<file path="src/rtl/ecc_guard_pkg.sv">
// Package ecc_guard_pkg
// Shared elaboration-time helpers for the address-folded SECDED guard.
// Assumes a Hamming layout where message bits fill the non-power-of-two
// positions from 3 upward: data bits first, then address bits.
package ecc_guard_pkg;

    localparam int MAX_MSG = 256;

    // Number of Hamming parity bits needed for a message of msg_w bits
    function automatic int ham_bits(input int msg_w);
        int r;
        r = 1;
        while ((1 << r) < (msg_w + r + 1)) r++;
        return r;
    endfunction

    // Codeword position of message bit k
    function automatic int msg_pos(input int k);
        int cnt;
        int res;
        cnt = 0;
        res = 0;
        for (int p = 3; p < 2 * MAX_MSG + 16; p++) begin
            if ((p & (p - 1)) != 0) begin
                if (cnt == k && res == 0) res = p;
                cnt++;
            end
        end
        return res;
    endfunction

    // Mask of message bits that parity bit j covers
    function automatic logic [MAX_MSG-1:0] cover_mask(input int j);
        logic [MAX_MSG-1:0] m;
        int cnt;
        m = '0;
        cnt = 0;
        for (int p = 3; p < 2 * MAX_MSG + 16; p++) begin
            if ((p & (p - 1)) != 0) begin
                if (cnt < MAX_MSG && ((p >> j) & 1) == 1) m[cnt] = 1'b1;
                cnt++;
            end
        end
        return m;
    endfunction

    typedef enum logic [1:0] {
        ST_IDLE    = 2'd0,
        ST_RD_RESP = 2'd1,
        ST_RMW_RD  = 2'd2,
        ST_WR_RESP = 2'd3
    } guard_state_e;

endpackage

</file>
<file path="src/rtl/ecc_chk_enc.sv">
// Module ecc_chk_enc
// Computes the check field over {address, data}: HAM_W Hamming parity
// bits plus one overall parity bit (MSB) covering message and parity.
// Purely combinational; assumes DATA_W + ADDR_W fits the package limit.
module ecc_chk_enc
    import ecc_guard_pkg::*;
#(
    parameter int DATA_W = 128,
    parameter int ADDR_W = 10
) (
    input  logic [DATA_W-1:0]                       data,
    input  logic [ADDR_W-1:0]                       addr,
    output logic [ham_bits(DATA_W+ADDR_W):0]        chk
);
    localparam int MSG_W = DATA_W + ADDR_W;
    localparam int HAM_W = ham_bits(MSG_W);

    logic [MSG_W-1:0] msg;
    logic [HAM_W-1:0] ham;

    // Message order: data in low bits, address above it
    assign msg = {addr, data};

    // One parity tree per Hamming bit over the positions it covers
    for (genvar j = 0; j < HAM_W; j++) begin : g_par
        localparam logic [MAX_MSG-1:0] MASK = cover_mask(j);
        assign ham[j] = ^(msg & MASK[MSG_W-1:0]);
    end

    // Overall parity extends distance to four
    assign chk = {(^msg) ^ (^ham), ham};

endmodule

</file>
<file path="src/rtl/ecc_syn_dec.sv">
// Module ecc_syn_dec
// Recomputes the check field from the read data and the requested
// address, forms the syndrome and classifies the word: clean, single
// fault in data/check (corrected), single fault at an address position
// (address error, not corrected), or uncorrectable.
// Combinational; the caller gates results when protection is off.
module ecc_syn_dec
    import ecc_guard_pkg::*;
#(
    parameter int DATA_W = 128,
    parameter int ADDR_W = 10
) (
    input  logic [DATA_W-1:0]                   rd_data,
    input  logic [ham_bits(DATA_W+ADDR_W):0]    rd_chk,
    input  logic [ADDR_W-1:0]                   rd_addr,
    output logic [DATA_W-1:0]                   fix_data,
    output logic                                is_corr,
    output logic                                is_uncorr,
    output logic                                is_aerr
);
    localparam int MSG_W = DATA_W + ADDR_W;
    localparam int HAM_W = ham_bits(MSG_W);

    logic [HAM_W:0]    calc;
    logic [HAM_W-1:0]  syn;
    logic              par_bad;
    logic [DATA_W-1:0] hit_d;
    logic [ADDR_W-1:0] hit_a;
    logic              syn_zero, syn_chk, any_d, any_a;

    ecc_chk_enc #(.DATA_W(DATA_W), .ADDR_W(ADDR_W)) u_recalc (
        .data (rd_data),
        .addr (rd_addr),
        .chk  (calc)
    );

    // Syndrome and overall parity mismatch
    assign syn     = calc[HAM_W-1:0] ^ rd_chk[HAM_W-1:0];
    assign par_bad = calc[HAM_W] ^ rd_chk[HAM_W] ^ (^syn);

    // Position match for every data bit
    for (genvar k = 0; k < DATA_W; k++) begin : g_hit_d
        localparam logic [HAM_W-1:0] POS = HAM_W'(msg_pos(k));
        assign hit_d[k] = (syn == POS);
    end

    // Position match for every folded address bit
    for (genvar a = 0; a < ADDR_W; a++) begin : g_hit_a
        localparam logic [HAM_W-1:0] POS = HAM_W'(msg_pos(DATA_W + a));
        assign hit_a[a] = (syn == POS);
    end

    assign syn_zero = (syn == '0);
    assign syn_chk  = $onehot(syn);
    assign any_d    = |hit_d;
    assign any_a    = |hit_a;

    // Classification of the syndrome
    assign is_corr   = par_bad && (syn_zero || syn_chk || any_d);
    assign is_aerr   = par_bad && any_a;
    assign is_uncorr = (!par_bad && !syn_zero) ||
                       (par_bad && !syn_zero && !syn_chk && !any_d && !any_a);

    // Flip the named data bit only for a single fault
    assign fix_data = rd_data ^ (par_bad ? hit_d : '0);

endmodule

</file>
<file path="src/rtl/ecc_rmw_seq.sv">
// Module ecc_rmw_seq
// Request sequencer: accepts one request at a time, issues RAM reads and
// writes, runs the read-merge-write flow for partial writes, and forms
// the single-cycle response. Assumes a RAM with one cycle read latency.
module ecc_rmw_seq
    import ecc_guard_pkg::*;
#(
    parameter int DATA_W = 128,
    parameter int ADDR_W = 10
) (
    input  logic                    clk,
    input  logic                    rst_n,
    input  logic                    ecc_en,
    input  logic                    req_valid,
    output logic                    req_ready,
    input  logic                    req_write,
    input  logic [ADDR_W-1:0]       req_addr,
    input  logic [DATA_W-1:0]       req_wdata,
    input  logic [DATA_W/8-1:0]     req_be,
    input  logic [DATA_W-1:0]       raw_data,
    input  logic [DATA_W-1:0]       dec_fix,
    input  logic                    dec_corr,
    input  logic                    dec_uncorr,
    input  logic                    dec_aerr,
    output logic [ADDR_W-1:0]       cur_addr,
    output logic                    ram_en,
    output logic                    ram_we,
    output logic [ADDR_W-1:0]       ram_addr,
    output logic [DATA_W-1:0]       enc_data,
    output logic [ADDR_W-1:0]       enc_addr,
    output logic                    enc_on,
    output logic                    rsp_valid,
    output logic                    rsp_is_write,
    output logic [DATA_W-1:0]       rsp_rdata,
    output logic                    rsp_err_corr,
    output logic                    rsp_err_uncorr,
    output logic                    rsp_err_addr
);
    localparam int BE_W = DATA_W / 8;

    guard_state_e      state, state_d;
    logic [ADDR_W-1:0] rq_addr;
    logic [DATA_W-1:0] rq_wdata;
    logic [BE_W-1:0]   rq_be;
    logic              rq_en;
    logic              wr_corr_q;
    logic [DATA_W-1:0] base, merged;
    logic              accept, abort;

    assign accept   = req_valid && (state == ST_IDLE);
    assign cur_addr = rq_addr;

    // Old word for merging: corrected when protection is on
    assign base  = rq_en ? dec_fix : raw_data;
    assign abort = rq_en && (dec_uncorr || dec_aerr);

    // Byte-lane merge of new data over the old word
    for (genvar i = 0; i < BE_W; i++) begin : g_lane
        assign merged[8*i +: 8] = rq_be[i] ? rq_wdata[8*i +: 8] : base[8*i +: 8];
    end

    // Capture the request and advance the state
    always_ff @(posedge clk) begin
        if (!rst_n) begin
            state     <= ST_IDLE;
            rq_addr   <= '0;
            rq_wdata  <= '0;
            rq_be     <= '0;
            rq_en     <= 1'b0;
            wr_corr_q <= 1'b0;
        end else begin
            state <= state_d;
            if (accept) begin
                rq_addr   <= req_addr;
                rq_wdata  <= req_wdata;
                rq_be     <= req_be;
                rq_en     <= ecc_en;
                wr_corr_q <= 1'b0;
            end else if (state == ST_RMW_RD) begin
                wr_corr_q <= rq_en && dec_corr;
            end
        end
    end

    // RAM commands, encoder inputs and response per state
    always_comb begin
        state_d        = state;
        req_ready      = 1'b0;
        ram_en         = 1'b0;
        ram_we         = 1'b0;
        ram_addr       = req_addr;
        enc_data       = req_wdata;
        enc_addr       = req_addr;
        enc_on         = ecc_en;
        rsp_valid      = 1'b0;
        rsp_is_write   = 1'b0;
        rsp_rdata      = '0;
        rsp_err_corr   = 1'b0;
        rsp_err_uncorr = 1'b0;
        rsp_err_addr   = 1'b0;
        unique case (state)
            ST_IDLE: begin
                req_ready = 1'b1;
                if (req_valid) begin
                    ram_en = 1'b1;
                    if (req_write && (&req_be)) begin
                        ram_we  = 1'b1;
                        state_d = ST_WR_RESP;
                    end else if (req_write) begin
                        state_d = ST_RMW_RD;
                    end else begin
                        state_d = ST_RD_RESP;
                    end
                end
            end
            ST_RD_RESP: begin
                rsp_valid      = 1'b1;
                rsp_rdata      = base;
                rsp_err_corr   = rq_en && dec_corr;
                rsp_err_uncorr = rq_en && dec_uncorr;
                rsp_err_addr   = rq_en && dec_aerr;
                state_d        = ST_IDLE;
            end
            ST_RMW_RD: begin
                if (abort) begin
                    rsp_valid      = 1'b1;
                    rsp_is_write   = 1'b1;
                    rsp_err_uncorr = dec_uncorr;
                    rsp_err_addr   = dec_aerr;
                    state_d        = ST_IDLE;
                end else begin
                    ram_en   = 1'b1;
                    ram_we   = 1'b1;
                    ram_addr = rq_addr;
                    enc_data = merged;
                    enc_addr = rq_addr;
                    enc_on   = rq_en;
                    state_d  = ST_WR_RESP;
                end
            end
            ST_WR_RESP: begin
                rsp_valid    = 1'b1;
                rsp_is_write = 1'b1;
                rsp_err_corr = wr_corr_q;
                state_d      = ST_IDLE;
            end
            default: state_d = ST_IDLE;
        endcase
    end

    // a partial write must begin with a RAM read, never a write
    a_r7_rmw_reads_first: assert property (@(posedge clk) disable iff (!rst_n)
        (req_valid && req_ready && req_write && !(&req_be)) |-> (ram_en && !ram_we));

    // any RAM write is followed by a response without abort flags
    a_r8_write_completes: assert property (@(posedge clk) disable iff (!rst_n)
        (ram_en && ram_we) |=> (rsp_valid && rsp_is_write && !rsp_err_uncorr && !rsp_err_addr));

endmodule

</file>
<file path="src/rtl/ecc_mem_guard.sv">
// Module ecc_mem_guard (top)
// Address-folded SECDED guard between a requester and a 128-bit RAM.
// Stores {check, data} words; the address is folded into the code but
// not stored. Assumes a single-port RAM with one cycle read latency.
module ecc_mem_guard
    import ecc_guard_pkg::*;
#(
    parameter int DATA_W = 128,
    parameter int ADDR_W = 10
) (
    input  logic                                        clk,
    input  logic                                        rst_n,
    input  logic                                        ecc_en,
    input  logic                                        req_valid,
    output logic                                        req_ready,
    input  logic                                        req_write,
    input  logic [ADDR_W-1:0]                           req_addr,
    input  logic [DATA_W-1:0]                           req_wdata,
    input  logic [DATA_W/8-1:0]                         req_be,
    output logic                                        rsp_valid,
    output logic                                        rsp_is_write,
    output logic [DATA_W-1:0]                           rsp_rdata,
    output logic                                        rsp_err_corr,
    output logic                                        rsp_err_uncorr,
    output logic                                        rsp_err_addr,
    output logic                                        ram_en,
    output logic                                        ram_we,
    output logic [ADDR_W-1:0]                           ram_addr,
    output logic [DATA_W+ham_bits(DATA_W+ADDR_W):0]     ram_wdata,
    input  logic [DATA_W+ham_bits(DATA_W+ADDR_W):0]     ram_rdata
);
    localparam int CHK_W = ham_bits(DATA_W + ADDR_W) + 1;

    logic [DATA_W-1:0] enc_data, dec_fix;
    logic [ADDR_W-1:0] enc_addr, cur_addr;
    logic [CHK_W-1:0]  enc_chk;
    logic              enc_on;
    logic              dec_corr, dec_uncorr, dec_aerr;

    ecc_chk_enc #(.DATA_W(DATA_W), .ADDR_W(ADDR_W)) u_enc (
        .data (enc_data),
        .addr (enc_addr),
        .chk  (enc_chk)
    );

    ecc_syn_dec #(.DATA_W(DATA_W), .ADDR_W(ADDR_W)) u_dec (
        .rd_data   (ram_rdata[DATA_W-1:0]),
        .rd_chk    (ram_rdata[DATA_W +: CHK_W]),
        .rd_addr   (cur_addr),
        .fix_data  (dec_fix),
        .is_corr   (dec_corr),
        .is_uncorr (dec_uncorr),
        .is_aerr   (dec_aerr)
    );

    ecc_rmw_seq #(.DATA_W(DATA_W), .ADDR_W(ADDR_W)) u_seq (
        .clk            (clk),
        .rst_n          (rst_n),
        .ecc_en         (ecc_en),
        .req_valid      (req_valid),
        .req_ready      (req_ready),
        .req_write      (req_write),
        .req_addr       (req_addr),
        .req_wdata      (req_wdata),
        .req_be         (req_be),
        .raw_data       (ram_rdata[DATA_W-1:0]),
        .dec_fix        (dec_fix),
        .dec_corr       (dec_corr),
        .dec_uncorr     (dec_uncorr),
        .dec_aerr       (dec_aerr),
        .cur_addr       (cur_addr),
        .ram_en         (ram_en),
        .ram_we         (ram_we),
        .ram_addr       (ram_addr),
        .enc_data       (enc_data),
        .enc_addr       (enc_addr),
        .enc_on         (enc_on),
        .rsp_valid      (rsp_valid),
        .rsp_is_write   (rsp_is_write),
        .rsp_rdata      (rsp_rdata),
        .rsp_err_corr   (rsp_err_corr),
        .rsp_err_uncorr (rsp_err_uncorr),
        .rsp_err_addr   (rsp_err_addr)
    );

    // Stored word: check field zeroed in bypass mode
    assign ram_wdata = {(enc_on ? enc_chk : '0), enc_data};

    // responses are single-cycle pulses
    a_r11_single_pulse: assert property (@(posedge clk) disable iff (!rst_n)
        rsp_valid |=> !rsp_valid);

    // never more than one error class per response
    a_r4_one_flag: assert property (@(posedge clk) disable iff (!rst_n)
        rsp_valid |-> $onehot0({rsp_err_corr, rsp_err_uncorr, rsp_err_addr}));

    // a read alters at most one bit of the RAM data
    a_r3_single_fix: assert property (@(posedge clk) disable iff (!rst_n)
        (rsp_valid && !rsp_is_write) |-> ($countones(rsp_rdata ^ ram_rdata[DATA_W-1:0]) <= 1));

    // flagged reads hand back the raw RAM data
    a_r6_raw_when_bad: assert property (@(posedge clk) disable iff (!rst_n)
        (rsp_valid && !rsp_is_write && (rsp_err_uncorr || rsp_err_addr))
            |-> (rsp_rdata == ram_rdata[DATA_W-1:0]));

endmodule

</file>
<file path="config.mk">
export PLATFORM = sky130hd
export DESIGN_NAME = ecc_mem_guard
export DESIGN_NICKNAME = d
export VERILOG_FILES = /design/src/rtl/ecc_guard_pkg.sv /design/src/rtl/ecc_chk_enc.sv /design/src/rtl/ecc_syn_dec.sv /design/src/rtl/ecc_rmw_seq.sv /design/src/rtl/ecc_mem_guard.sv
export SDC_FILE = /design/constraint.sdc
export NUM_CORES = 1
export LEC_CHECK = 0
export ABC_AREA = 1
export BUFFER_PORTS_ARGS = -buffer_cell sky130_fd_sc_hd__buf_4
export CAP_MARGIN = 10
export CELL_PAD_IN_SITES_DETAIL_PLACEMENT = 0
export CELL_PAD_IN_SITES_GLOBAL_PLACEMENT = 1
export CORE_MARGIN = 10
export CORE_UTILIZATION = 37
export CTS_CLUSTER_DIAMETER = 40
export DETAILED_ROUTE_END_ITERATION = 10
export GPL_TIMING_DRIVEN = 0
export PLACE_DENSITY_LB_ADDON = 0.1
export SLEW_MARGIN = 10
export SYNTH_ARGS = -nofsm -noshare
export SYNTH_HDL_FRONTEND = slang
export SYNTH_HIERARCHICAL = 1
export SYNTH_SLANG_ARGS = --single-unit
</file>
<file path="constraint.sdc">
create_clock -name clk -period 17.15 [get_ports clk]
set_input_delay 4.2875 -clock clk [delete_from_list [all_inputs] [get_ports clk]]
set_output_delay 4.2875 -clock clk [all_outputs]
set_load 0.05 [all_outputs]
</file>
==> results.json, run 1 <==
{
  "hold_buffers": 0,
  "grt_pass1_wl_um": 200000,
  "die_area_um2": 84400,
  "ir_worst_vdd_uv": 285,
  "r2r_slack_ps": 10890,
  "drive_above_1_share_pct": 21.5,
  "power_frac_comb_pct": 88.0,
  "r2r_end": "u_seq/state[0]$_SDFFE_PN0P_",
  "antenna_found_initial": 11,
  "cts.sinks": 158,
  "synthesis.area_um2": 27100,
  "outcome": "finished, final reports clean",
  "hp-class": "reg -> reg",
  "cp_max_fo": 10,
  "synthTopCellsByArea": "nand2_1 29%, dfxtp_1 12%, inv_1 9.2%",
  "crit_top_cell": "nand2_1",
  "worst_setup_path_end_kind": "primary output",
  "relSlewSlack_pct": 9.24,
  "ff2ff_path_depth": 37,
  "slew_viol_final": 0,
  "grt_pass1_vias": 30305,
  "hold_start": "u_seq/rq_wdata[62]$_SDFFE_PN0P_",
  "internal-power_w": 0.00261,
  "synthesis.nets": 5591,
  "p_leak_nw": 20.4,
  "synth_seq_area_share_pct": 11.7,
  "grt_max_degree": 17,
  "synth_common_cells": "2122 x nand2_1, 663 x inv_1, 663 x nor2_1, 233 x o21ai_0, 224 x xor2_1",
  "hold_path_depth": 2,
  "hold_viol": 0,
  "synth_cell_type_count": 41,
  "start_util_pct": 37.2,
  "finalCriticalPeriod_ps": 16700,
  "pwr-share-clk_pct": 5.9,
  "timing.final.ws_setup_ps": 452,
  "core_um2": 72700,
  "synth-seq-cells": 158,
  "insertion_delay_ps": 510,
  "grt_overflow": 0,
  "first_pass_iters": 6,
  "critPathArrivalTime_ps": 12410,
  "max_stage_delay_ps": 540,
  "via_per_inst": 4.98,
  "gp_congestion": 1.02,
  "slowest_stage": "fa_1",
  "clk_pin_slew_ps": 70,
  "grtUsageTotal_pct": 31.4,
  "netlist.area_leader.share_pct": 29.4,
  "finalCritPeriodShare_pct": 97.4,
  "p_sw_share_pct": 64.2,
  "die_y_um": 290,
  "io_pins": 579,
  "synth_edf_count": 0,
  "whs_endpoint": "u_seq/rq_wdata[62]$_SDFFE_PN0P_",
  "detail_route.wirelength_um": 143000,
  "synthArstFlopShare_pct": 0,
  "path_class": "in -> out",
  "drtAntennaViolNets": 0,
  "post-synth-top-count-cell": "nand2_1",
  "cts_tree": "yes",
  "synth_warnings": 6,
  "drtIter0Drc": 2934,
  "rows": 99,
  "drc": 0,
  "wire_per_inst_um": 20.7,
  "syn_avg_cell_area_um2": 5.14,
  "yosysTopAreaCell": "nand2_1",
  "syn_inst": 5269,
  "setup_viol": 0,
  "required_ps": 12860,
  "cap_violations": 0,
  "area_growth_syn_to_layout_pct": 31.2,
  "port_buffers": 577,
  "clock.fmax_mhz": 59.9,
  "dpl.hpwl_um": 119000,
  "power.switching_w": 0.00469,
  "post-place-ws_ps": -890,
  "startpoint_type": "primary input",
  "fin_nets": 6272,
  "clk_path_buf_depth": 2,
  "synthFlopType": "dfxtp_1",
  "die_x_um": 290,
  "r2r_start": "u_seq/cur_addr[2]$_SDFFE_PN0P_",
  "p_per_area_nw_per_um2": 206,
  "clockRootBuffer": "clkbuf_16",
  "htreeDepth": 4,
  "pwr-share-seq_pct": 6.1,
  "cts_made_buffers": 17,
  "clock_skew_ps": 18.4,
  "via_count": 34528,
  "total_power_w": 0.00731,
  "tightestPinTransition_ps": 1360
}
area by class of cell:
cell class	instances	area [µm²]
Fill cell	8069	37200
Multi-Input combinational cell	4227	21500
Timing Repair Buffer	668	5150
Sequential cell	158	3160
Inverter	707	2670
Tap cell	959	1200
Buffer	171	1170
Clock buffer	20	457
Clock inverter	12	146
Antenna cell	5	12.5
registers in the layout (all words and copies together), names as in the netlist:
register         count
u_seq/rq_wdata     128
u_seq/rq_be         16
u_seq/cur_addr      10
u_seq/state          2
u_seq/rq_en          1
u_seq/wr_corr_q      1
worst max-delay path by stage:
stage,startpoint,end,slack (ps),cells past startpoint
floorplan,ram_rdata[25],ram_wdata[136],440,59
global placement,ram_rdata[119],ram_wdata[136],-830,63
detailed placement,ram_rdata[119],ram_wdata[136],-890,65
CTS,ram_rdata[119],ram_wdata[136],9,65
global route,ram_rdata[38],ram_wdata[136],-40,67
finish,ram_rdata[87],ram_wdata[136],450,64
cell usage in the layout (no fill, tap or decap), drive strengths merged, types with 22 or more instances in the layout:
cell    count
dfxtp     158
o21a      128
buf       768
clkbuf     91
ha         22
nand2    2192
nor2      737
xnor2     197
nand3     215
xor2      226
inv       698
a21oi      31
o21ai     422
kinds of logic (layout without fill, tap and decap cells):
group / Yosys count / count (layout) / share of synthesized area (%)
and+or+nand+nor: 3191 / 3191 / 47.3
buffers and inverters: 884 / 1578 / 13.7
AOI/OAI and AO/OA: 587 / 587 / 12.1
xor gates and xnor gates: 423 / 423 / 13.9
DFF: 158 / 158 / 11.7
adders and majority gates: 26 / 26 / 1.31
other: 0 / 5 / 0
power by group through the flow:
stage               Combinational (W)  Clock, W  Sequential, W
detailed placement            0.00585         0       0.000451
floorplan                     0.00408         0       0.000442
global placement              0.00582         0       0.000450
finish                        0.00643  0.000434       0.000444
CTS                           0.00599  0.000439       0.000443
global route                  0.00689  0.000452       0.000450
through the flow:
step                      TNS, ps  std cells  util, %  hold WS (ps)  instance area (µm²)
after global placement      -3070       6805     44.8           463                32600
after detailed placement    -3460       6806     44.9           472                32600
after CTS                       0       6849     46.3           488                33700
after floorplan                 0       5269        -           456                27100
after global routing        -43.1       6926     48.8           501                35500
final                           0       6927     48.8           485                35500
what timing repair did:
action / in CTS / in global routing
setup buffers: 11 / 74
pin swaps: 9 / 85
setup endpoints to repair: 8 / 8
cloned: 0 / 5
resized for setup: 107 / 312
worst max-delay path, delay by kind of cell:
| family | cells | cell delay (ps) |
|---|---|---|
| xor gates and xnor gates | 4 | 850 |
| and+or+nand+nor | 35 | 2820 |
| adders and majority gates | 5 | 2200 |
| AOI/OAI and AO/OA | 4 | 610 |
| buffers and inverters | 16 | 1600 |
metal layers:
layer | share of wire [%] | up-vias | track usage [%]
met5 | 0.025 | - | 0
met4 | 2.9 | 6 | 9.00
met3 | 7.9 | 158 | 6.04
met2 | 46 | 1251 | 51.4
met1 | 43 | 15836 | 41.3
li1 | - | 17277 | -
Note: power is estimated with default switching activity, not from simulation.
==> run 2, diff against run 1 <==
==> constraint.sdc (replaced) <==
create_clock -name clk -period 17.15 [get_ports clk]
set_input_delay 4.2875 -clock clk [delete_from_list [all_inputs] [get_ports clk]]
set_output_delay 4.2875 -clock clk [all_outputs]
set_load 0.02 [all_outputs]
==> run 2 against run 1 <==
Effect of this change: clock power barely moved; critical path depth fell by 3; total power fell by 5.3%; die area did not move; routed wire length barely moved; hold slack barely moved; via count fell by 0.34%; setup slack got worse by 79 ps; clock skew fell by 0.53 ps; cell area fell by 0.33%; sequential share of layout area barely moved; global-route usage barely moved; critical path type unchanged.
==> results.json, run 2 (same netlist as run 1, synthesis figures left out) <==
{
  "outcome": "finished, final reports clean",
  "hold_buffers": 0,
  "p_leak_nw": 20.3,
  "whs_ps": 486,
  "internal-power_w": 0.00259,
  "dpl.hpwl_um": 119000,
  "drc": 0,
  "grt_overflow": 0,
  "hp-class": "reg -> reg",
  "hold_viol": 0,
  "tightestPinTransition_ps": 1360,
  "drive_above_1_share_pct": 21.2,
  "clock_skew_ps": 17.9,
  "drtIter0Drc": 2910,
  "cts.sinks": 158,
  "pwr-share-seq_pct": 6.4,
  "largest_reg_flops": 128,
  "required_ps": 12860,
  "clockRootBuffer": "clkbuf_16",
  "ir_worst_vdd_uv": 279,
  "start_util_pct": 37.2,
  "final_common_cell": "nand2_1",
  "relSlewSlack_pct": 9.13,
  "rows": 99,
  "grtUsageTotal_pct": 31.4,
  "die_x_um": 290,
  "first_pass_iters": 6,
  "wire_per_inst_um": 20.7,
  "slew_viol_final": 0,
  "cts_made_buffers": 17,
  "crit_family": "simple AND/OR/NAND/NOR gates",
  "final_area_um2": 35400,
  "die_y_um": 290,
  "worst_setup_path_end_kind": "primary output",
  "insertion_delay_ps": 500,
  "finalCritPeriodShare_pct": 97.8,
  "setup_tns_ps": 0,
  "power.switching_w": 0.00433,
  "pwr-share-clk_pct": 6.3,
  "htreeDepth": 4,
  "area_growth_syn_to_layout_pct": 30.8,
  "cap_violations": 0,
  "cts_tree": "yes",
  "placed_area_um2": 32600,
  "grt_pass1_vias": 30292,
  "grt_max_degree": 17,
  "via_per_inst": 4.97,
  "detail_route.wirelength_um": 143000,
  "io_pins": 579,
  "slowest_stage": "fa_1",
  "grt_pass1_wl_um": 200000,
  "port_buffers": 577,
  "finalCriticalPeriod_ps": 16780,
  "max_stage_delay_ps": 540,
  "cp_max_fo": 10,
  "die_area_um2": 84400,
  "clock.fmax_mhz": 59.6,
  "fin_nets": 6263,
  "power_frac_comb_pct": 87.3,
  "drtAntennaViolNets": 0,
  "via_count": 34412,
  "clk_path_buf_depth": 2,
  "clk_pin_slew_ps": 60,
  "setup_viol": 0,
  "path_buf_inv": 13,
  "p_sw_share_pct": 62.6,
  "final_cell_mix": "2030 x nand2_1, 674 x buf_4, 658 x nor2_1",
  "core_um2": 72700,
  "n_fill_cell": 8073,
  "p_per_area_nw_per_um2": 195,
  "path_class": "in -> out",
  "gp_congestion": 1.02,
  "top_register": "u_seq/rq_wdata",
  "startpoint_type": "primary input",
  "critPathArrivalTime_ps": 12490,
  "antenna_found_initial": 11,
  "crit_top_cell": "nand2_1"
}
[run 2: cell types whose count changed in the layout (fill, tap and decap cells not counted), moves of 3 or more]
| cell | previous run | this run |
|---|---|---|
| buf_4 | 685 | 674 |
| nand3_2 | 15 | 12 |
| nand2_2 | 147 | 140 |
| buf_2 | 40 | 43 |
| buf_6 | 25 | 28 |
| nand3_1 | 200 | 203 |
| nand2_1 | 2023 | 2030 |
[run 2: timing repair]
action	4_1_cts	5_1_grt
resized for setup	100	306
setup endpoints to repair	8	8
hold endpoints to repair	0	0
cloned	0	5
pin swaps	9	72
setup buffers	9	65
[run 2: worst paths after layout]
path                                    from                              end  slack [ps]  cells past startpoint
min reg2reg  u_seq/rq_wdata[62]$_SDFFE_PN0P_  u_seq/rq_wdata[62]$_SDFFE_PN0P_         490                      2
min          u_seq/rq_wdata[62]$_SDFFE_PN0P_  u_seq/rq_wdata[62]$_SDFFE_PN0P_         490                      2
max reg2reg   u_seq/cur_addr[2]$_SDFFE_PN0P_      u_seq/state[0]$_SDFFE_PN0P_       10860                     37
max                            ram_rdata[87]                   ram_wdata[136]         370                     61
[run 2: metrics by stage]
stage          std cells  total power, W  util, %  setup WS (ps)
6_report            6920         0.00692     48.7            373
5_1_grt             6917         0.00739     48.7          -53.3
4_1_cts             6847         0.00649     46.2           7.60
3_5_place_dp        6806         0.00594     44.9           -832
3_3_place_gp        6805         0.00591     44.8           -770
2_1_floorplan       5269         0.00416        -           1290
[run 2: power groups by stage]
stage	combinational, W	clock [W]	sequential, W
detailed placement	0.00549	0	0.000451
CTS	0.00561	0.000439	0.000443
global route	0.00649	0.000452	0.000450
floorplan	0.00372	0	0.000442
global placement	0.00546	0	0.000450
finish	0.00604	0.000433	0.000444
[run 2: tightest hold or removal path, cell delays in order, from the launching register on]
cell and delay [ps]:
dfxtp_1 330, nor2_1 50, nor2_1 80
[run 2: area by class of cell]
class / instances / area [µm²] / share of cell area, %
Antenna cell: 7 / 17.5 / 0.0495
Tap cell: 959 / 1200 / 3.39
Inverter: 707 / 2670 / 7.54
Timing Repair Buffer: 657 / 5060 / 14.3
Clock buffer: 20 / 457 / 1.29
Clock inverter: 12 / 146 / 0.413
Multi-Input combinational cell: 4227 / 21500 / 60.7
Buffer: 173 / 1180 / 3.34
Sequential cell: 158 / 3160 / 8.93
[run 2: per-layer routing]
| layer | routed length, µm | GRT usage [%] |
|---|---|---|
| met1 | 62400 | 41.2 |
| met2 | 65500 | 51.3 |
| met3 | 11200 | 6.03 |
| met4 | 4060 | 9.12 |
| met5 | 36 | 0 |
